**config.mk**
```make
export PLATFORM = sky130hd
export DESIGN_NAME = eep_xfer_engine
export DESIGN_NICKNAME = d
export VERILOG_FILES = /design/src/rtl/eep_xfer_pkg.sv /design/src/rtl/eep_tick_gen.sv /design/src/rtl/eep_bus_phy.sv /design/src/rtl/eep_xfer_engine.sv
export SDC_FILE = /design/constraint.sdc
export NUM_CORES = 1
export LEC_CHECK = 0
export ABC_AREA = 1
export CORE_MARGIN = 5
export CORE_UTILIZATION = 55
export DETAILED_ROUTE_END_ITERATION = 6
export PLACE_DENSITY_LB_ADDON = 0.25
export REMOVE_ABC_BUFFERS = 1
export SETUP_SLACK_MARGIN = 0.4
export SYNTH_ARGS = -nofsm -noshare
export SYNTH_HDL_FRONTEND = slang
export SYNTH_HIERARCHICAL = 1
export SYNTH_SLANG_ARGS = --single-unit
```
**constraint.sdc**
```tcl
create_clock -name clk -period 5.3 [get_ports clk]
set_input_delay 0.53 -clock clk [delete_from_list [all_inputs] [get_ports clk]]
set_output_delay 0.53 -clock clk [all_outputs]
set_load 0.02 [all_outputs]
```
**src/rtl/eep_xfer_pkg.sv**
```systemverilog
package eep_xfer_pkg;

  typedef enum logic [1:0] {
    BOP_START,
    BOP_STOP,
    BOP_WRITE,
    BOP_READ
  } bus_op_e;

  typedef enum logic [4:0] {
    S_IDLE,
    S_A_START,
    S_A_ADDR,
    S_A_OFF,
    S_R_STOP1,
    S_R_START2,
    S_R_ADDR2,
    S_R_BYTE,
    S_R_PUSH,
    S_W_FETCH,
    S_W_BYTE,
    S_W_STOP,
    S_P_START,
    S_P_ADDR,
    S_P_NSTOP,
    S_P_READ,
    S_P_STOP,
    S_END_STOP,
    S_FIN
  } seq_state_e;

  // First byte of a frame: offset-carrying in legacy style, device address otherwise.
  function automatic logic [7:0] header_byte(input logic legacy, input logic [6:0] dev,
                                             input logic [7:0] off, input logic rd);
    return legacy ? {off[6:0], rd} : {dev, rd};
  endfunction

  // Level for bit slot idx (0..8) of a byte op; 1 means release the line.
  function automatic logic slot_release(input logic is_wr, input logic [7:0] d,
                                        input logic [3:0] idx, input logic give_ack);
    if (idx == 4'd8) return is_wr ? 1'b1 : !give_ack;
    return is_wr ? d[3'(4'd7 - idx)] : 1'b1;
  endfunction

endpackage

```
**src/rtl/eep_tick_gen.sv**
```systemverilog
module eep_tick_gen #(
  parameter int CLK_DIV = 8
) (
  input  logic clk,
  input  logic rst_n,
  output logic tick
);
  localparam int CW = (CLK_DIV > 1) ? $clog2(CLK_DIV) : 1;

  logic [CW-1:0] cnt;

  assign tick = (cnt == CW'(CLK_DIV - 1));

  always_ff @(posedge clk or negedge rst_n) begin
    if (!rst_n)   cnt <= '0;
    else if (tick) cnt <= '0;
    else          cnt <= cnt + 1'b1;
  end

  generate
    if (CLK_DIV > 1) begin : g_gap
      p_tick_gap_r9: assert property (@(posedge clk) disable iff (!rst_n)
        tick |=> !tick);
    end
  endgenerate
endmodule

```
**src/rtl/eep_bus_phy.sv**
```systemverilog
module eep_bus_phy
  import eep_xfer_pkg::*;
(
  input  logic       clk,
  input  logic       rst_n,
  input  logic       tick,
  input  logic       cmd_valid,
  input  bus_op_e    cmd_op,
  input  logic [7:0] cmd_data,
  input  logic       cmd_ack,
  output logic       busy,
  output logic       done,
  output logic [7:0] rx_byte,
  output logic       ack_seen,
  output logic       scl_low,
  output logic       sda_low,
  input  logic       sda_in
);
  localparam logic [3:0] LAST_SLOT = 4'd8;

  bus_op_e    op;
  logic [7:0] data;
  logic       give_ack;
  logic [3:0] slot;
  logic [1:0] step;
  logic [8:0] sh;
  logic       is_byte;
  logic       last_step;

  assign is_byte   = (op == BOP_WRITE) || (op == BOP_READ);
  assign last_step = is_byte ? (step == 2'd2 && slot == LAST_SLOT) : (step == 2'd3);
  assign rx_byte   = sh[8:1];
  assign ack_seen  = !sh[0];

  always_ff @(posedge clk or negedge rst_n) begin
    if (!rst_n) begin
      busy <= 1'b0; done <= 1'b0; op <= BOP_START; data <= '0; give_ack <= 1'b0;
      slot <= '0; step <= '0; sh <= '0; scl_low <= 1'b0; sda_low <= 1'b0;
    end else begin
      done <= 1'b0;
      if (!busy) begin
        if (cmd_valid) begin
          busy <= 1'b1; op <= cmd_op; data <= cmd_data; give_ack <= cmd_ack;
          slot <= '0; step <= '0;
        end
      end else if (tick) begin
        unique case (op)
          BOP_START: begin
            unique case (step)
              2'd0: sda_low <= 1'b0;
              2'd1: scl_low <= 1'b0;
              2'd2: sda_low <= 1'b1;
              default: scl_low <= 1'b1;
            endcase
          end
          BOP_STOP: begin
            unique case (step)
              2'd0: scl_low <= 1'b1;
              2'd1: sda_low <= 1'b1;
              2'd2: scl_low <= 1'b0;
              default: sda_low <= 1'b0;
            endcase
          end
          default: begin
            unique case (step)
              2'd0: sda_low <= !slot_release(op == BOP_WRITE, data, slot, give_ack);
              2'd1: scl_low <= 1'b0;
              default: begin
                sh      <= {sh[7:0], sda_in};
                scl_low <= 1'b1;
              end
            endcase
          end
        endcase
        if (is_byte && step == 2'd2) begin
          step <= '0;
          slot <= slot + 1'b1;
        end else begin
          step <= step + 1'b1;
        end
        if (last_step) begin
          busy <= 1'b0;
          done <= 1'b1;
        end
      end
    end
  end

  p_scl_paced_r9: assert property (@(posedge clk) disable iff (!rst_n)
    !$stable(scl_low) |-> $past(tick));
  p_sda_paced_r9: assert property (@(posedge clk) disable iff (!rst_n)
    !$stable(sda_low) |-> $past(tick));
  p_data_under_low_clock_r2: assert property (@(posedge clk) disable iff (!rst_n)
    (busy && is_byte && !$stable(sda_low)) |-> (scl_low && $past(scl_low)));
  p_cmd_when_idle_r2: assert property (@(posedge clk) disable iff (!rst_n)
    done |-> !busy);
endmodule

```
**src/rtl/eep_xfer_engine.sv**
```systemverilog
module eep_xfer_engine
  import eep_xfer_pkg::*;
#(
  parameter int         CLK_DIV  = 8,
  parameter int         LEN_W    = 8,
  parameter int         BURST    = 4,
  parameter int         POLL_MAX = 100,
  parameter logic [6:0] DEV_ADDR = 7'h50
) (
  input  logic             clk,
  input  logic             rst_n,
  input  logic             legacy_chain,
  input  logic             req_valid,
  output logic             req_ready,
  input  logic             req_write,
  input  logic [7:0]       req_offset,
  input  logic [LEN_W-1:0] req_len,
  input  logic             wr_valid,
  output logic             wr_ready,
  input  logic [7:0]       wr_data,
  output logic             rd_valid,
  input  logic             rd_ready,
  output logic [7:0]       rd_data,
  output logic             xfer_done,
  output logic             xfer_err,
  output logic             scl_low,
  output logic             sda_low,
  input  logic             sda_in
);
  localparam int BW = (BURST > 1) ? $clog2(BURST) : 1;
  localparam int PW = (POLL_MAX > 1) ? $clog2(POLL_MAX) : 1;

  seq_state_e       state;
  logic             legacy_q, is_wr, err_q, pend;
  logic [LEN_W-1:0] left;
  logic [7:0]       off, wbyte;
  logic [BW-1:0]    bcnt;
  logic [PW-1:0]    poll;

  logic             tick;
  logic             bus_state, cmd_valid, cmd_ack;
  bus_op_e          cmd_op;
  logic [7:0]       cmd_data;
  logic             eng_busy, eng_done, eng_ack;
  logic [7:0]       eng_rx;
  logic             last_byte, burst_full;

  eep_tick_gen #(.CLK_DIV(CLK_DIV)) u_tick (
    .clk(clk), .rst_n(rst_n), .tick(tick)
  );

  eep_bus_phy u_phy (
    .clk(clk), .rst_n(rst_n), .tick(tick),
    .cmd_valid(cmd_valid), .cmd_op(cmd_op), .cmd_data(cmd_data), .cmd_ack(cmd_ack),
    .busy(eng_busy), .done(eng_done), .rx_byte(eng_rx), .ack_seen(eng_ack),
    .scl_low(scl_low), .sda_low(sda_low), .sda_in(sda_in)
  );

  assign last_byte  = (left == LEN_W'(1));
  assign burst_full = (bcnt == BW'(BURST - 1));

  always_comb begin
    cmd_op    = BOP_START;
    cmd_data  = '0;
    cmd_ack   = 1'b0;
    bus_state = 1'b1;
    unique case (state)
      S_A_START, S_R_START2, S_P_START: cmd_op = BOP_START;
      S_R_STOP1, S_W_STOP, S_P_NSTOP, S_P_STOP, S_END_STOP: cmd_op = BOP_STOP;
      S_A_ADDR: begin
        cmd_op   = BOP_WRITE;
        cmd_data = header_byte(legacy_q, DEV_ADDR, off, legacy_q && !is_wr);
      end
      S_A_OFF: begin
        cmd_op   = BOP_WRITE;
        cmd_data = off;
      end
      S_R_ADDR2, S_P_ADDR: begin
        cmd_op   = BOP_WRITE;
        cmd_data = {DEV_ADDR, 1'b1};
      end
      S_R_BYTE: begin
        cmd_op  = BOP_READ;
        cmd_ack = !last_byte;
      end
      S_W_BYTE: begin
        cmd_op   = BOP_WRITE;
        cmd_data = wbyte;
      end
      S_P_READ: cmd_op = BOP_READ;
      default: bus_state = 1'b0;
    endcase
  end

  assign cmd_valid = bus_state && !pend;
  assign req_ready = (state == S_IDLE);
  assign wr_ready  = (state == S_W_FETCH);
  assign rd_valid  = (state == S_R_PUSH);
  assign xfer_done = (state == S_FIN);
  assign xfer_err  = err_q;

  always_ff @(posedge clk or negedge rst_n) begin
    if (!rst_n) begin
      state <= S_IDLE; legacy_q <= 1'b0; is_wr <= 1'b0; err_q <= 1'b0; pend <= 1'b0;
      left <= '0; off <= '0; wbyte <= '0; bcnt <= '0; poll <= '0; rd_data <= '0;
    end else begin
      if (cmd_valid) pend <= 1'b1;
      if (eng_done) begin
        pend <= 1'b0;
        unique case (state)
          S_A_START:  state <= S_A_ADDR;
          S_A_ADDR: begin
            if (!eng_ack)      begin err_q <= 1'b1; state <= S_END_STOP; end
            else if (!legacy_q) state <= S_A_OFF;
            else               state <= is_wr ? S_W_FETCH : S_R_BYTE;
          end
          S_A_OFF: begin
            if (!eng_ack) begin err_q <= 1'b1; state <= S_END_STOP; end
            else          state <= is_wr ? S_W_FETCH : S_R_STOP1;
          end
          S_R_STOP1:  state <= S_R_START2;
          S_R_START2: state <= S_R_ADDR2;
          S_R_ADDR2: begin
            if (!eng_ack) begin err_q <= 1'b1; state <= S_END_STOP; end
            else          state <= S_R_BYTE;
          end
          S_R_BYTE: begin
            rd_data <= eng_rx;
            state   <= S_R_PUSH;
          end
          S_W_BYTE: begin
            if (!eng_ack) begin
              err_q <= 1'b1;
              state <= S_END_STOP;
            end else begin
              left <= left - 1'b1;
              off  <= off + 1'b1;
              if (last_byte || burst_full) begin
                bcnt  <= '0;
                state <= S_W_STOP;
              end else begin
                bcnt  <= bcnt + 1'b1;
                state <= S_W_FETCH;
              end
            end
          end
          S_W_STOP: begin
            poll  <= '0;
            state <= S_P_START;
          end
          S_P_START: state <= S_P_ADDR;
          S_P_ADDR:  state <= eng_ack ? S_P_READ : S_P_NSTOP;
          S_P_NSTOP: begin
            if (poll == PW'(POLL_MAX - 1)) begin
              err_q <= 1'b1;
              state <= S_FIN;
            end else begin
              poll  <= poll + 1'b1;
              state <= S_P_START;
            end
          end
          S_P_READ:   state <= S_P_STOP;
          S_P_STOP:   state <= (left == '0) ? S_FIN : S_A_START;
          S_END_STOP: state <= S_FIN;
          default:    state <= state;
        endcase
      end else begin
        unique case (state)
          S_IDLE: begin
            if (req_valid) begin
              legacy_q <= legacy_chain;
              is_wr    <= req_write;
              off      <= req_offset;
              left     <= req_len;
              bcnt     <= '0;
              err_q    <= 1'b0;
              state    <= (req_len == '0) ? S_FIN : S_A_START;
            end
          end
          S_W_FETCH: begin
            if (wr_valid) begin
              wbyte <= wr_data;
              state <= S_W_BYTE;
            end
          end
          S_R_PUSH: begin
            if (rd_ready) begin
              left  <= left - 1'b1;
              state <= last_byte ? S_END_STOP : S_R_BYTE;
            end
          end
          S_FIN:   state <= S_IDLE;
          default: state <= state;
        endcase
      end
    end
  end

  p_done_pulse_r11: assert property (@(posedge clk) disable iff (!rst_n)
    xfer_done |=> !xfer_done);
  p_done_bus_free_r11: assert property (@(posedge clk) disable iff (!rst_n)
    xfer_done |-> (!scl_low && !sda_low));
  p_rd_hold_r5: assert property (@(posedge clk) disable iff (!rst_n)
    (rd_valid && !rd_ready) |=> (rd_valid && $stable(rd_data)));
  p_burst_limit_r6: assert property (@(posedge clk) disable iff (!rst_n)
    (state == S_W_BYTE) |-> (32'(bcnt) < BURST));
  p_poll_limit_r7: assert property (@(posedge clk) disable iff (!rst_n)
    (state == S_P_NSTOP) |-> (32'(poll) < POLL_MAX));
  p_cmd_idle_phy_r2: assert property (@(posedge clk) disable iff (!rst_n)
    cmd_valid |-> !eng_busy);
  p_req_only_idle_r1: assert property (@(posedge clk) disable iff (!rst_n)
    req_ready |-> (!eng_busy && !rd_valid && !wr_ready));
endmodule

```
# Word level (Yosys, flattened, before mapping)
# Cells that the tools add are included.
[totals]
regBits = 83
in_bits = 32
output_inout_bits = 15
wordCells = 219
[op_classes]
addsub = 8
order_cmp = 1
eq_ne = 46
n_mux = 91
bitwise = 4
reduce_logical = 47
[op_table]
columns = ["cell", "n"]
rows = [
  ["$mux W8", 11],
  ["$pmux W5 S15", 1],
  ["$mux W5", 12],
  ["$eq A5 B4 Y1 const B", 8],
  ["$mux W1", 33],
  ["$pmux W8 S4", 1],
  ["$mux W4", 7],
  ["$reduce_and A5 Y1", 5],
  ["$mux W2", 11],
  ["$eq A5 B3 Y1 const B", 4],
  ["$pmux W5 S4", 1],
  ["$logic_not A8 Y1", 2],
  ["$ne A16 B16 Y1 const B", 1],
  ["$pmux W1 S2", 8],
  ["$pmux W8 S2", 1],
  ["$eq A5 B5 Y1 const B", 3],
  ["$reduce_or A15 Y1", 1],
  ["$ne A2 B2 Y1 const B", 7],
  ["$pmux W7 S2", 1],
  ["$ne A3 B3 Y1 const B", 4],
  ["$reduce_and A3 Y1", 4],
  ["$eq A2 B2 Y1 const B", 5],
  ["$eq A5 B2 Y1 const B", 2],
  ["$reduce_bool A2 Y1", 5],
  ["33 further kinds", 59],
]

# Logic depth before layout (Yosys ltp)
# Gate-level depths: netlist (run 1).
[depth]
depth_word = 14
mapped_depth = 13
mapped_depth_nobuf = 12

# Cells and area by module
# The synthesis (run 1) kept the hierarchy.
[by_module_without_submodules]
columns = ["mod", "n_inst", "cells_each", "area_per_inst_um2", "seq_area_each_um2"]
rows = [
  ["eep_xfer_engine", 1, 464, 3357.0, 1251.2],
  ["eep_bus_phy", 1, 175, 1440.1, 750.7],
  ["eep_tick_gen", 1, 6, 103.8, 75.1],
]

# Worst setup path after synthesis (run 1)
# OpenSTA, ideal clock, no wires.
[synth_timing]
kind = "register to register"
from = "register state[3]"
to = "register u_phy.data[0]"
setup_time_ns = 0.066
arrival_ns = 1.650
required_time_ns = 5.234
path_slack_ns = 3.584
path_stages_with_launch = 12
path_buffers = 2
synth_period_minus_slack_ns = 1.716
cell_sequence = "dfrtp_1 > buf_6 > nor2_4 > nand2_1 > inv_2 > nand2_1 > a21oi_1 > nand2_1 > inv_1 > buf_2 > nand2_1 > nand2_1"
[synth_between]
elab_chain_cells = 5
word_cells_on_any_way = 21
cone_classes = "eq/ne: 15; mux: 2; reduce/logical: 4"
[synth_lines]
columns = ["element", "line_no", "text"]
rows = [
  ["from (decl)", "eep_xfer_engine.sv:33", "seq_state_e state;"],
  ["from (signal assigned)", "eep_xfer_engine.sv:115", "else state <= is_wr ? S_W_FETCH : S_R_BYTE;"],
  ["from (signal assigned)", "eep_xfer_engine.sv:119", "else state <= is_wr ? S_W_FETCH : S_R_STOP1;"],
  ["from (signal assigned)", "eep_xfer_engine.sv:152", "S_P_ADDR: state <= eng_ack ? S_P_READ : S_P_NSTOP;"],
  ["$eq A5 B4 Y1, or another cell as far along", "eep_xfer_engine.sv:67", "unique case (state)"],
  ["$reduce_or A15 Y1 (no line) (*)", "n/a", ""],
  ["$mux W1 (*)", "eep_xfer_engine.sv:67", ""],
  ["$logic_and A1 B1 Y1 (*)", "eep_xfer_engine.sv:95", "assign cmd_valid = bus_state && !pend;"],
  ["via cmd_valid", "eep_xfer_engine.sv:41", "logic bus_state, cmd_valid, cmd_ack;"],
  ["$reduce_and A2 Y1 (no line) (*)", "n/a", ""],
  ["to (signal assigned)", "eep_bus_phy.sv:37", "busy <= 1'b0; done <= 1'b0; op <= BOP_START; data <= '0; give_ack <= 1'b0;"],
  ["to (signal assigned)", "eep_bus_phy.sv:43", "busy <= 1'b1; op <= cmd_op; data <= cmd_data; give_ack <= cmd_ack;"],
  ["to (decl)", "eep_bus_phy.sv:22", "logic [7:0] data;"],
]
# The timed path passes the listed nets; every way through them passes the cells marked *.
# A chain may end at the register's enable or synchronous reset.

# Worst setup path after layout (run 1)
[layout_timing]
from = "register state[0]"
to = "output port wr_ready"
[layout_between]
elab_chain_cells = 1
[layout_lines]
columns = ["element", "line_no", "text"]
rows = [
  ["$eq A5 B4 Y1", "eep_xfer_engine.sv:97", "assign wr_ready = (state == S_W_FETCH);"],
  ["to (decl)", "eep_xfer_engine.sv:19", "output logic wr_ready,"],
]
# Every way passes these cells.

==> results of run 1 <==
through the flow:
stage	area, um^2	power (uW)	util	hold slack (ns)	setup WS, ns
after floorplan	4756	1306	-	0.2344	3.283
after global placement	5349	1486	0.6133	0.4143	2.937
after detailed placement	5349	1505	0.6133	0.4367	2.872
after CTS	5532	1941	0.6343	0.3935	2.553
after global routing	5532	2083	0.6343	0.4451	2.459
final	5532	1937	0.6343	0.3338	2.494
layer usage:
metal / GRT usage / vias up / wire [um]
li1: - / 2150 / -
met1: 0.2952 / 2000 / 5258
met2: 0.3430 / 107 / 5389
met3: 0.04345 / 10 / 571
met4: 0.05828 / 0 / 123
met5: 0 / - / 0
layout by cell type (no fill, tap or decap), types with 4 or more instances in the layout:
master           instances
clkbuf_8                 9
nand3_1                 50
clkdlybuf4s50_1         45
mux2_2                  17
xor2_1                   4
o21ai_0                 37
dfrtp_1                 83
nand2_1                187
nor2_4                   8
nor3_1                   6
o211ai_1                 4
a21oi_1                 21
nor2_2                  11
o21ai_1                  7
inv_1                   58
inv_2                   11
nor2_1                  69
nand2_2                  9
ha_1                    10
o221ai_1                 6
critical path, stage by stage, from the launching register on:
cell and delay, ns:
dfrtp_1 0.56, inv_1 0.17, nor2_1 0.29, nand2_1 0.16, inv_1 0.13, clkdlybuf4s50_1 0.61
worst paths after layout:
check                                        startpoint                       to  cells after the start
min in group clk                u_tick/cnt[0]$_DFF_PN0_  u_tick/cnt[0]$_DFF_PN0_                      1
worst min register to register  u_tick/cnt[0]$_DFF_PN0_  u_tick/cnt[0]$_DFF_PN0_                      1
worst max register to register     state[1]$_DFFE_PN0P_  u_phy/op[0]$_DFFE_PN0P_                     10
worst min-delay path                              rst_n      poll[3]$_DFFE_PN0P_                      1
worst max-delay path               state[0]$_DFFE_PN0P_                 wr_ready                      5
max in group asynchronous                         rst_n  u_phy/sh[0]$_DFFE_PN0P_                      1
flip-flops by register name (all words and copies together), names as in the netlist:
name,cells
u_phy/sh,9
left,8
off,8
rd_data,8
u_phy/data,8
wbyte,8
poll,7
state,5
u_phy/slot,4
u_tick/cnt,3
bcnt,2
u_phy/op,2
u_phy/step,2
is_wr,1
legacy_q,1
pend,1
u_phy/busy,1
u_phy/done,1
u_phy/give_ack,1
u_phy/scl_low,1
u_phy/sda_low,1
xfer_err,1
cells by family (layout without fill, tap and decap cells):
kind of cell,Yosys count,in the layout,synth area share
muxes,18,18,0.04136
and+or+nand+nor,347,347,0.3099
DFF,83,83,0.4238
AOI/OAI and AO/OA,89,89,0.1044
adders and majority gates,10,10,0.02553
xor gates and xnor gates,7,7,0.01251
buffers and inverters,91,131,0.08246
cell type report:
cell class	instances	area [um^2]
clock buffer	9	123.9
clock inverter	7	58.81
fill	774	3189
inverter	69	259.0
multi-input combinational	471	2420
sequential	83	2077
tap	108	135.1
timing repair buffer	46	457.9
power breakdown:
part / switching, uW / internal (uW) / total (uW)
registers: 116 / 747 / 863
clock network: 257 / 179 / 435
logic: 411 / 228 / 639
==> impl_metrics.prom, run 1 <==
# TYPE chip_impl_metric gauge
chip_impl_metric{name="die_w",unit="um"} 104.4
chip_impl_metric{name="port_buffers",unit=""} 46
chip_impl_info{name="synth.most_common_cell",value="nand2_1"} 1
chip_impl_metric{name="post_cts.repair.setup_buffers",unit=""} 0
chip_impl_metric{name="first_global_vias",unit=""} 4184
chip_impl_metric{name="timing_worst_slew_pin_value",unit="ns"} 1.032
chip_impl_metric{name="setup_viol",unit=""} 0
chip_impl_metric{name="async_flop_share",unit=""} 1.000
chip_impl_metric{name="worst_slew_margin_rel",unit=""} 0.3118
chip_impl_info{name="synthTopCellsByCount",value="nand2_1 (187), dfrtp_1 (83), nor2_1 (69), inv_1 (58), nand3_1 (50)"} 1
chip_impl_metric{name="floorplan.io_pins",unit=""} 47
chip_impl_metric{name="drt_iter0_markers",unit=""} 260
chip_impl_metric{name="worst_setup_hold_path_clk_slew",unit="ns"} 0.09
chip_impl_metric{name="seq_area_frac_synth",unit=""} 0.4238
chip_impl_info{name="worst_setup_path_start_kind",value="flop"} 1
chip_impl_metric{name="overall_via_count_from_detail_route",unit=""} 4267
chip_impl_metric{name="core-area",unit="um^2"} 8721
chip_impl_metric{name="floorplan.die_area",unit="um^2"} 10900
chip_impl_metric{name="timing.critical_path.arrival",unit="ns"} 2.28
chip_impl_metric{name="drt_pre_antenna_iters",unit=""} 5
chip_impl_metric{name="numClockSinks",unit=""} 83
chip_impl_info{name="synth_flop_cell",value="dfrtp_1"} 1
chip_impl_metric{name="grt_first_pass_wirelength",unit="mm"} 19.44
chip_impl_metric{name="drive_gt1_frac",unit=""} 0.1139
chip_impl_metric{name="fmaxAchievable",unit="MHz"} 356.4
chip_impl_metric{name="cts_made_buffers",unit=""} 9
chip_impl_metric{name="final_min_period_over_clock_period",unit=""} 0.5294
chip_impl_metric{name="die_height",unit="um"} 104.4
chip_impl_metric{name="grt.overflow.total",unit=""} 0
chip_impl_metric{name="netlist.area_leader.share",unit=""} 0.4238
chip_impl_metric{name="cts.htree.levels",unit=""} 3
chip_impl_metric{name="synth_cell_types",unit=""} 38
chip_impl_metric{name="hpwlAfterDp",unit="mm"} 8.498
chip_impl_metric{name="syn_to_final_growth",unit="%"} 12.87
chip_impl_metric{name="timing.final.crit_period",unit="ns"} 2.806
chip_impl_metric{name="report.final.slew_viol_count",unit=""} 0
chip_impl_metric{name="wl_per_cell",unit="um"} 14.30
chip_impl_metric{name="mappedNetlistArea",unit="um^2"} 4901
chip_impl_metric{name="leakagePower",unit="uW"} 0.002686
chip_impl_metric{name="ant_nets",unit=""} 0
chip_impl_metric{name="vias_per_cell",unit=""} 5.381
chip_impl_metric{name="critPathMaxFanout",unit=""} 8
chip_impl_metric{name="fp-row-count",unit=""} 34
chip_impl_metric{name="synthesis.area_per_instance",unit="um^2"} 7.598
chip_impl_metric{name="finalHoldViolations",unit=""} 0
chip_impl_info{name="cts_tree",value="yes"} 1
chip_impl_metric{name="wirelength",unit="mm"} 11.34
chip_impl_info{name="hp-class",value="in2async"} 1
chip_impl_metric{name="maxCapViolations",unit=""} 0
chip_impl_metric{name="layout.cells.non_filler",unit=""} 793
chip_impl_metric{name="peakVddDrop",unit="mV"} 0.1751
chip_impl_info{name="critPathKind",value="reg2out"} 1
chip_impl_info{name="rsz0062_at_grt",value="no"} 1
chip_impl_info{name="critical_path.endpoint_type",value="output pin"} 1
chip_impl_info{name="result_of_the_run",value="complete, no violations"} 1
chip_impl_metric{name="ys_seq_elements",unit=""} 83
chip_impl_metric{name="skew",unit="ns"} 0.01154
chip_impl_metric{name="place.detailed.instances",unit=""} 777
chip_impl_metric{name="final_nets",unit=""} 722
chip_impl_metric{name="powerDensity",unit="nW/um^2"} 350.2
chip_impl_metric{name="number_of_cells_upsized_or_downsized_after_cts",unit=""} 0
chip_impl_metric{name="final.setup.tns",unit="ns"} 0
chip_impl_metric{name="insertedDiodeCount",unit=""} 0
chip_impl_metric{name="yosys_warnings",unit=""} 6
chip_impl_metric{name="worst_ep_required_time",unit="ns"} 4.77
chip_impl_info{name="clock-root-buffer",value="clkbuf_8"} 1
chip_impl_metric{name="clk_latency",unit="ns"} 0.36
chip_impl_metric{name="cts.hold.buffers_added",unit=""} 0
chip_impl_metric{name="grt_max_degree",unit=""} 84
chip_impl_metric{name="netlist_instances",unit=""} 645
chip_impl_metric{name="regToRegSetupSlack",unit="ns"} 2.80
chip_impl_info{name="ys_top_cells_by_area",value="dfrtp_1 (42%), nand2_1 (14%), nor2_1 (5.3%)"} 1
chip_impl_metric{name="grt_antenna_before_repair",unit=""} 0
chip_impl_metric{name="grt.total_usage",unit=""} 0.2141
chip_impl_metric{name="place_congestion",unit=""} 0.8940
chip_impl_metric{name="remaining_drc_errors",unit=""} 0
chip_impl_metric{name="effective_utilization_at_floorplan",unit=""} 0.5620
chip_impl_metric{name="clockBufferDepth",unit=""} 2
chip_impl_info{name="synth.largest_area_cell",value="dfrtp_1"} 1
chip_impl_metric{name="synth-edff-count",unit=""} 0
Power figures use the tool's default switching activity.
==> run 2: changes to the inputs <==
==> constraint.sdc (replaced) <==
create_clock -name clk -period 2.6 [get_ports clk]
set_input_delay 0.26 -clock clk [delete_from_list [all_inputs] [get_ports clk]]
set_output_delay 0.26 -clock clk [all_outputs]
set_load 0.02 [all_outputs]
==> run 2 against run 1 <==
Cell count rose by 0.50%. Combinational power rose by 110%. Utilization rose by 0.85 points. Clock power rose by 130%. Non-clock buffer count rose by 4. Clock-buffer cell count did not move. Largest cell class unchanged.
==> impl_metrics.prom, run 2 (synthesized netlist as in run 1, its figures left out) <==
# TYPE chip_impl_metric gauge
chip_impl_metric{name="largest_register_ffs",unit=""} 9
chip_impl_metric{name="final.setup.tns",unit="ns"} 0
chip_impl_metric{name="wl_per_cell",unit="um"} 14.18
chip_impl_metric{name="final_nets",unit=""} 726
chip_impl_metric{name="syn_to_final_growth",unit="%"} 14.37
chip_impl_metric{name="grt_max_degree",unit=""} 84
chip_impl_metric{name="timing_worst_slew_pin_value",unit="ns"} 0.4468
chip_impl_metric{name="timing.critical_path.arrival",unit="ns"} 2.32
chip_impl_metric{name="setup_viol",unit=""} 0
chip_impl_metric{name="floorplan.io_pins",unit=""} 47
chip_impl_metric{name="effective_utilization_at_floorplan",unit=""} 0.5620
chip_impl_metric{name="net_sw_frac",unit=""} 0.3942
chip_impl_info{name="critical_path.endpoint_type",value="flop"} 1
chip_impl_metric{name="final_min_period_over_clock_period",unit=""} 0.8082
chip_impl_metric{name="grt.total_usage",unit=""} 0.2088
chip_impl_info{name="hp-class",value="in2async"} 1
chip_impl_metric{name="grt_antenna_before_repair",unit=""} 0
chip_impl_info{name="top_reg_by_flops",value="u_phy/sh"} 1
chip_impl_info{name="final_common_cell",value="nand2_1"} 1
chip_impl_metric{name="place.detailed.instances",unit=""} 780
chip_impl_info{name="cts_tree",value="yes"} 1
chip_impl_info{name="worst_setup_path_start_kind",value="flop"} 1
chip_impl_metric{name="ant_nets",unit=""} 0
chip_impl_metric{name="path_buf_inv",unit=""} 2
chip_impl_metric{name="internal_power",unit="uW"} 2457
chip_impl_metric{name="cts_made_buffers",unit=""} 9
chip_impl_metric{name="finalHoldViolations",unit=""} 0
chip_impl_metric{name="insertedDiodeCount",unit=""} 0
chip_impl_info{name="layout_common_cells",value="nand2_1 (187), dfrtp_1 (81), nor2_1 (68)"} 1
chip_impl_metric{name="pwr-share-clk",unit=""} 0.243
chip_impl_info{name="worst_path_dominant_cell_family",value="simple AND/OR/NAND/NOR gates"} 1
chip_impl_metric{name="drt_iter0_markers",unit=""} 246
chip_impl_metric{name="clockBufferDepth",unit=""} 2
chip_impl_info{name="rsz0062_at_grt",value="yes"} 1
chip_impl_metric{name="fillerInstances",unit=""} 748
chip_impl_metric{name="die_w",unit="um"} 104.4
chip_impl_metric{name="numClockSinks",unit=""} 83
chip_impl_metric{name="layout.cells.non_filler",unit=""} 797
chip_impl_metric{name="fmaxAchievable",unit="MHz"} 475.9
chip_impl_metric{name="floorplan.die_area",unit="um^2"} 10900
chip_impl_metric{name="first_global_vias",unit=""} 4085
chip_impl_info{name="result_of_the_run",value="complete, no violations"} 1
chip_impl_info{name="crit_path_cell_trace",value="inv_1 -> nor2_2 -> nand3_2 -> nand2_1 -> nor2_1 -> a21oi_1 -> nand2_1 -> buf_4 -> nand2_1 -> o21ai_0"} 1
chip_impl_metric{name="wirelength",unit="mm"} 11.30
chip_impl_metric{name="cts.htree.levels",unit=""} 3
chip_impl_metric{name="core-area",unit="um^2"} 8721
chip_impl_metric{name="power_frac_seq",unit=""} 0.432
chip_impl_metric{name="worst_setup_hold_path_clk_slew",unit="ns"} 0.09
chip_impl_metric{name="vias_per_cell",unit=""} 5.344
chip_impl_metric{name="skew",unit="ns"} 0.008964
chip_impl_metric{name="drt_pre_antenna_iters",unit=""} 5
chip_impl_metric{name="leakagePower",unit="uW"} 0.002724
chip_impl_info{name="critPathKind",value="reg2reg"} 1
chip_impl_metric{name="grt_first_pass_wirelength",unit="mm"} 18.91
chip_impl_metric{name="critPathMaxFanout",unit=""} 14
chip_impl_metric{name="powerDensity",unit="nW/um^2"} 723.7
chip_impl_metric{name="switching_power",unit="uW"} 1599
chip_impl_metric{name="fp-row-count",unit=""} 34
chip_impl_metric{name="grt.overflow.total",unit=""} 0
chip_impl_metric{name="worst_slew_margin_rel",unit=""} 0.6998
chip_impl_metric{name="die_height",unit="um"} 104.4
chip_impl_metric{name="timing.final.crit_period",unit="ns"} 2.101
chip_impl_metric{name="port_buffers",unit=""} 46
chip_impl_metric{name="drive_gt1_frac",unit=""} 0.1234
chip_impl_metric{name="place_congestion",unit=""} 0.9169
chip_impl_metric{name="overall_via_count_from_detail_route",unit=""} 4259
chip_impl_metric{name="clk_latency",unit="ns"} 0.35
chip_impl_metric{name="peakVddDrop",unit="mV"} 0.4584
chip_impl_metric{name="hpwlAfterDp",unit="mm"} 8.471
chip_impl_metric{name="worst_ep_required_time",unit="ns"} 2.82
chip_impl_metric{name="maxCapViolations",unit=""} 0
chip_impl_metric{name="report.final.slew_viol_count",unit=""} 0
chip_impl_metric{name="remaining_drc_errors",unit=""} 0
chip_impl_info{name="timing.critical_path.mode_cell",value="nand2_1"} 1
chip_impl_metric{name="power_frac_comb",unit=""} 0.325
chip_impl_metric{name="worst_path_largest_cell_delay",unit="ns"} 0.51
chip_impl_info{name="clock-root-buffer",value="clkbuf_8"} 1
chip_impl_info{name="cpMaxStageDelayCell",value="dfrtp_2"} 1
==> run 2: worst paths after layout <==
check / to / cells after the start / slack, ns / startpoint
min reg2reg: u_tick/cnt[0]$_DFF_PN0_ / 1 / 0.46 / u_tick/cnt[0]$_DFF_PN0_
min: poll[6]$_DFFE_PN0P_ / 3 / 0.46 / rst_n
max reg2reg: u_phy/step[1]$_DFFE_PN0P_ / 10 / 0.50 / state[1]$_DFFE_PN0P_
max in group asynchronous: state[1]$_DFFE_PN0P_ / 3 / 1.76 / rst_n
max: u_phy/step[1]$_DFFE_PN0P_ / 10 / 0.50 / state[1]$_DFFE_PN0P_
min in group clk: u_tick/cnt[0]$_DFF_PN0_ / 1 / 0.46 / u_tick/cnt[0]$_DFF_PN0_
==> run 2: what timing repair did <==
action,CTS,global route
endpoints found under the hold margin,83,0
endpoints found under the setup margin,4,9
pin swaps,0,0
hold buffers,1,0
gates resized for setup,7,1
buffers inserted,0,0
gates cloned,0,0
==> run 2: layer usage <==
| metal | wire [um] | vias up | GRT usage |
|---|---|---|---|
| li1 | - | 2154 | - |
| met1 | 5200 | 1964 | 0.2804 |
| met2 | 5409 | 119 | 0.3357 |
| met3 | 508 | 22 | 0.04097 |
| met4 | 180 | 0 | 0.07401 |
| met5 | 0 | - | 0 |
==> run 2: worst register-to-register path, delay by kind of cell, from the launching register on <==
| family | cells | cell delay, ns |
|---|---|---|
| simple gates | 6 | 0.77 |
| flops | 1 | 0.51 |
| compound gates | 2 | 0.35 |
| buf+inv | 2 | 0.34 |
==> run 2: power by group through the flow <==
| stage | Clock [uW] | Sequential, uW | Combinational [uW] |
|---|---|---|---|
| 6_report | 986 | 1750 | 1320 |
| 5_1_grt | 1070 | 1790 | 1490 |
| 4_1_cts | 1000 | 1750 | 1320 |
| 3_5_place_dp | 0 | 1770 | 1310 |
| 3_3_place_gp | 0 | 1760 | 1280 |
| 2_1_floorplan | 0 | 1740 | 922 |
==> run 2: metrics by stage <==
step                instance area (um^2)    util  hold slack (ns)  power (uW)  worst slack (ns)
floorplan                           4756       -         -0.03559        2662            0.5833
global placement                    5384  0.6174           0.3285        3035            0.5961
detailed placement                  5384  0.6174           0.3249        3081            0.5022
CTS                                 5602  0.6423           0.4685        4065            0.5717
global route                        5605  0.6428           0.4803        4352            0.3781
finish                              5605  0.6428           0.4619        4057            0.4986
==> run 2: area by class of cell <==
class | count | area (um^2) | area share
Clock buffer | 9 | 123.9 | 0.02210
Inverter | 69 | 262.8 | 0.04687
Timing Repair Buffer | 50 | 498.0 | 0.08884
Clock inverter | 7 | 83.83 | 0.01496
Tap cell | 108 | 135.1 | 0.02411
Sequential cell | 83 | 2079 | 0.3710
Multi-Input combinational cell | 471 | 2422 | 0.4321
==> run 3: changes to the inputs <==
==> constraint.sdc (replaced) <==
create_clock -name clk -period 2.13 [get_ports clk]
set_input_delay 0.213 -clock clk [delete_from_list [all_inputs] [get_ports clk]]
set_output_delay 0.213 -clock clk [all_outputs]
set_load 0.02 [all_outputs]
==> run 3 against run 2 <==
Worst setup slack worse by 0.15 ns. Design area is 9.3% higher. Via count is 5.3% higher. Total power is 31% higher. Maximum frequency is 18% higher. Routed wire length is 9.0% higher. Clock-buffer cell count stayed put. Largest cell class unchanged.
==> impl_metrics.prom, run 3 (synthesized netlist as in run 1, its figures left out) <==
# TYPE chip_impl_metric gauge
chip_impl_metric{name="place.detailed.instances",unit=""} 785
chip_impl_metric{name="ant_nets",unit=""} 0
chip_impl_metric{name="layout.cells.non_filler",unit=""} 826
chip_impl_info{name="critPathKind",value="reg2reg"} 1
chip_impl_metric{name="final_min_period_over_clock_period",unit=""} 0.8362
chip_impl_metric{name="port_buffers",unit=""} 46
chip_impl_metric{name="floorplan.die_area",unit="um^2"} 10900
chip_impl_info{name="result_of_the_run",value="complete, no violations"} 1
chip_impl_metric{name="grt_first_pass_wirelength",unit="mm"} 20.08
chip_impl_metric{name="power",unit="uW"} 5325
chip_impl_metric{name="drive_gt1_frac",unit=""} 0.2368
chip_impl_metric{name="grt.overflow.total",unit=""} 0
chip_impl_metric{name="hpwlAfterDp",unit="mm"} 8.689
chip_impl_metric{name="final_nets",unit=""} 755
chip_impl_metric{name="vias_per_cell",unit=""} 5.429
chip_impl_metric{name="core-area",unit="um^2"} 8721
chip_impl_metric{name="effective_utilization_at_floorplan",unit=""} 0.5620
chip_impl_metric{name="final_core_utilization",unit=""} 0.7024
chip_impl_metric{name="worst_slew_margin_rel",unit=""} 0.7223
chip_impl_metric{name="cts.htree.levels",unit=""} 3
chip_impl_metric{name="clk_latency",unit="ns"} 0.37
chip_impl_metric{name="die_w",unit="um"} 104.4
chip_impl_metric{name="place_congestion",unit=""} 0.8960
chip_impl_metric{name="overall_via_count_from_detail_route",unit=""} 4484
chip_impl_metric{name="preCtsSetupSlack",unit="ns"} 0.1787
chip_impl_metric{name="skew",unit="ns"} 0.01639
chip_impl_metric{name="syn_to_final_growth",unit="%"} 24.99
chip_impl_metric{name="report.final.slew_viol_count",unit=""} 0
chip_impl_metric{name="floorplan.io_pins",unit=""} 47
chip_impl_metric{name="die_height",unit="um"} 104.4
chip_impl_metric{name="fillerInstances",unit=""} 696
chip_impl_info{name="top_reg_by_flops",value="u_phy/sh"} 1
chip_impl_metric{name="grt_antenna_before_repair",unit=""} 0
chip_impl_metric{name="timing.final.crit_period",unit="ns"} 1.781
chip_impl_metric{name="final.setup.worst_slack",unit="ns"} 0.3488
chip_impl_metric{name="finalHoldViolations",unit=""} 0
chip_impl_metric{name="insertedDiodeCount",unit=""} 0
chip_impl_info{name="worst_setup_path_start_kind",value="flop"} 1
chip_impl_metric{name="wl_per_cell",unit="um"} 14.91
chip_impl_info{name="rsz0062_at_grt",value="yes"} 1
chip_impl_metric{name="grt_max_degree",unit=""} 55
chip_impl_info{name="hp-class",value="in2async"} 1
chip_impl_metric{name="maxCapViolations",unit=""} 0
chip_impl_metric{name="leakagePower",unit="uW"} 0.002922
chip_impl_info{name="layout_common_cells",value="nand2_1 (162), dfrtp_1 (78), nor2_1 (60)"} 1
chip_impl_metric{name="peakVddDrop",unit="mV"} 0.5704
chip_impl_metric{name="worst_ep_required_time",unit="ns"} 2.44
chip_impl_metric{name="first_global_vias",unit=""} 4243
chip_impl_metric{name="remaining_drc_errors",unit=""} 0
chip_impl_metric{name="wirelength",unit="mm"} 12.31
chip_impl_metric{name="worst_setup_hold_path_clk_slew",unit="ns"} 0.10
chip_impl_metric{name="cts_made_buffers",unit=""} 9
chip_impl_metric{name="drt_iter0_markers",unit=""} 285
chip_impl_metric{name="timing_worst_slew_pin_value",unit="ns"} 0.4165
chip_impl_metric{name="final.setup.tns",unit="ns"} 0
chip_impl_info{name="clock-root-buffer",value="clkbuf_8"} 1
chip_impl_metric{name="setup_viol",unit=""} 0
chip_impl_metric{name="powerDensity",unit="nW/um^2"} 869.2
chip_impl_info{name="cts_tree",value="yes"} 1
chip_impl_metric{name="clockBufferDepth",unit=""} 2
chip_impl_info{name="final_common_cell",value="nand2_1"} 1
chip_impl_metric{name="numClockSinks",unit=""} 83
chip_impl_metric{name="fmaxAchievable",unit="MHz"} 561.4
chip_impl_metric{name="drt_pre_antenna_iters",unit=""} 5
chip_impl_metric{name="largest_register_ffs",unit=""} 9
chip_impl_metric{name="fp-row-count",unit=""} 34
chip_impl_info{name="critical_path.endpoint_type",value="flop"} 1
chip_impl_metric{name="timing.critical_path.arrival",unit="ns"} 2.09
chip_impl_metric{name="grt.total_usage",unit=""} 0.2220
chip_impl_metric{name="critPathMaxFanout",unit=""} 7
run 3: path summary, 6_finish.rpt:
check / startpoint / to / slack [ns] / cells past startpoint
hold reg to reg: u_tick/cnt[0]$_DFF_PN0_ / u_tick/cnt[0]$_DFF_PN0_ / 0.43 / 1
min in group clk: req_offset[1] / off[1]$_DFFE_PN0P_ / 0.41 / 3
setup / recovery: state[2]$_DFFE_PN0P_ / u_phy/data[4]$_DFFE_PN0P_ / 0.35 / 10
max in group asynchronous: rst_n / state[0]$_DFFE_PN0P_ / 1.15 / 3
hold / removal: rst_n / poll[6]$_DFFE_PN0P_ / 0.33 / 2
setup reg to reg: state[2]$_DFFE_PN0P_ / u_phy/data[4]$_DFFE_PN0P_ / 0.35 / 10
run 3: through the flow:
stage                     cell area (um^2)  hold slack [ns]
after detailed placement              5421           0.1676
final                                 6126           0.3257
after CTS                             5749           0.3233
after floorplan                       4756         -0.08259
after global placement                5421           0.1712
after global routing                  6126           0.3456
run 3: report_power, final:
group	total (uW)	internal, uW	switching [uW]	leakage [uW]
Sequential	2140	1860	274	0.00109
Combinational	2070	824	1250	0.00174
Clock	1110	456	657	0.0000922
run 3: area by class of cell:
cell class / instances / area [um^2] / share of cell area
Clock inverter: 7 / 66.31 / 0.01083
Inverter: 69 / 272.8 / 0.04453
Tap cell: 108 / 135.1 / 0.02206
Sequential cell: 83 / 2083 / 0.3401
Multi-Input combinational cell: 472 / 2673 / 0.4363
Timing Repair Buffer: 77 / 764.5 / 0.1248
Clock buffer: 9 / 123.9 / 0.02022
Timing Repair inverter: 1 / 7.507 / 0.001225
run 3: critical path, cell delays in order, from the launching register on:
cell and delay [ns]:
dfrtp_2 0.50, nor2_4 0.23, nand2_4 0.11, inv_2 0.08, nand2_1 0.10, a21oi_4 0.19, nand2_4 0.11, buf_6 0.14
clkinvlp_4 0.11, nand2_1 0.07, nand2_1 0.08
run 3: what timing repair did:
action / CTS / global route
setup endpoints to repair: 55 / 59
buffers inserted: 11 / 10
gates cloned: 0 / 3
pin swaps: 4 / 18
hold endpoints to repair: 29 / 0
hold buffers: 1 / 0
resized for setup: 35 / 79
run 3: metal layers:
metal / part of all wire / wire (um) / up-vias / global-route usage
met5: 0 / 0 / - / 0
met4: 0.023 / 278 / 0 / 0.06846
met3: 0.044 / 546 / 28 / 0.04283
met2: 0.49 / 5974 / 140 / 0.3498
met1: 0.45 / 5512 / 2096 / 0.3090
li1: - / - / 2220 / -
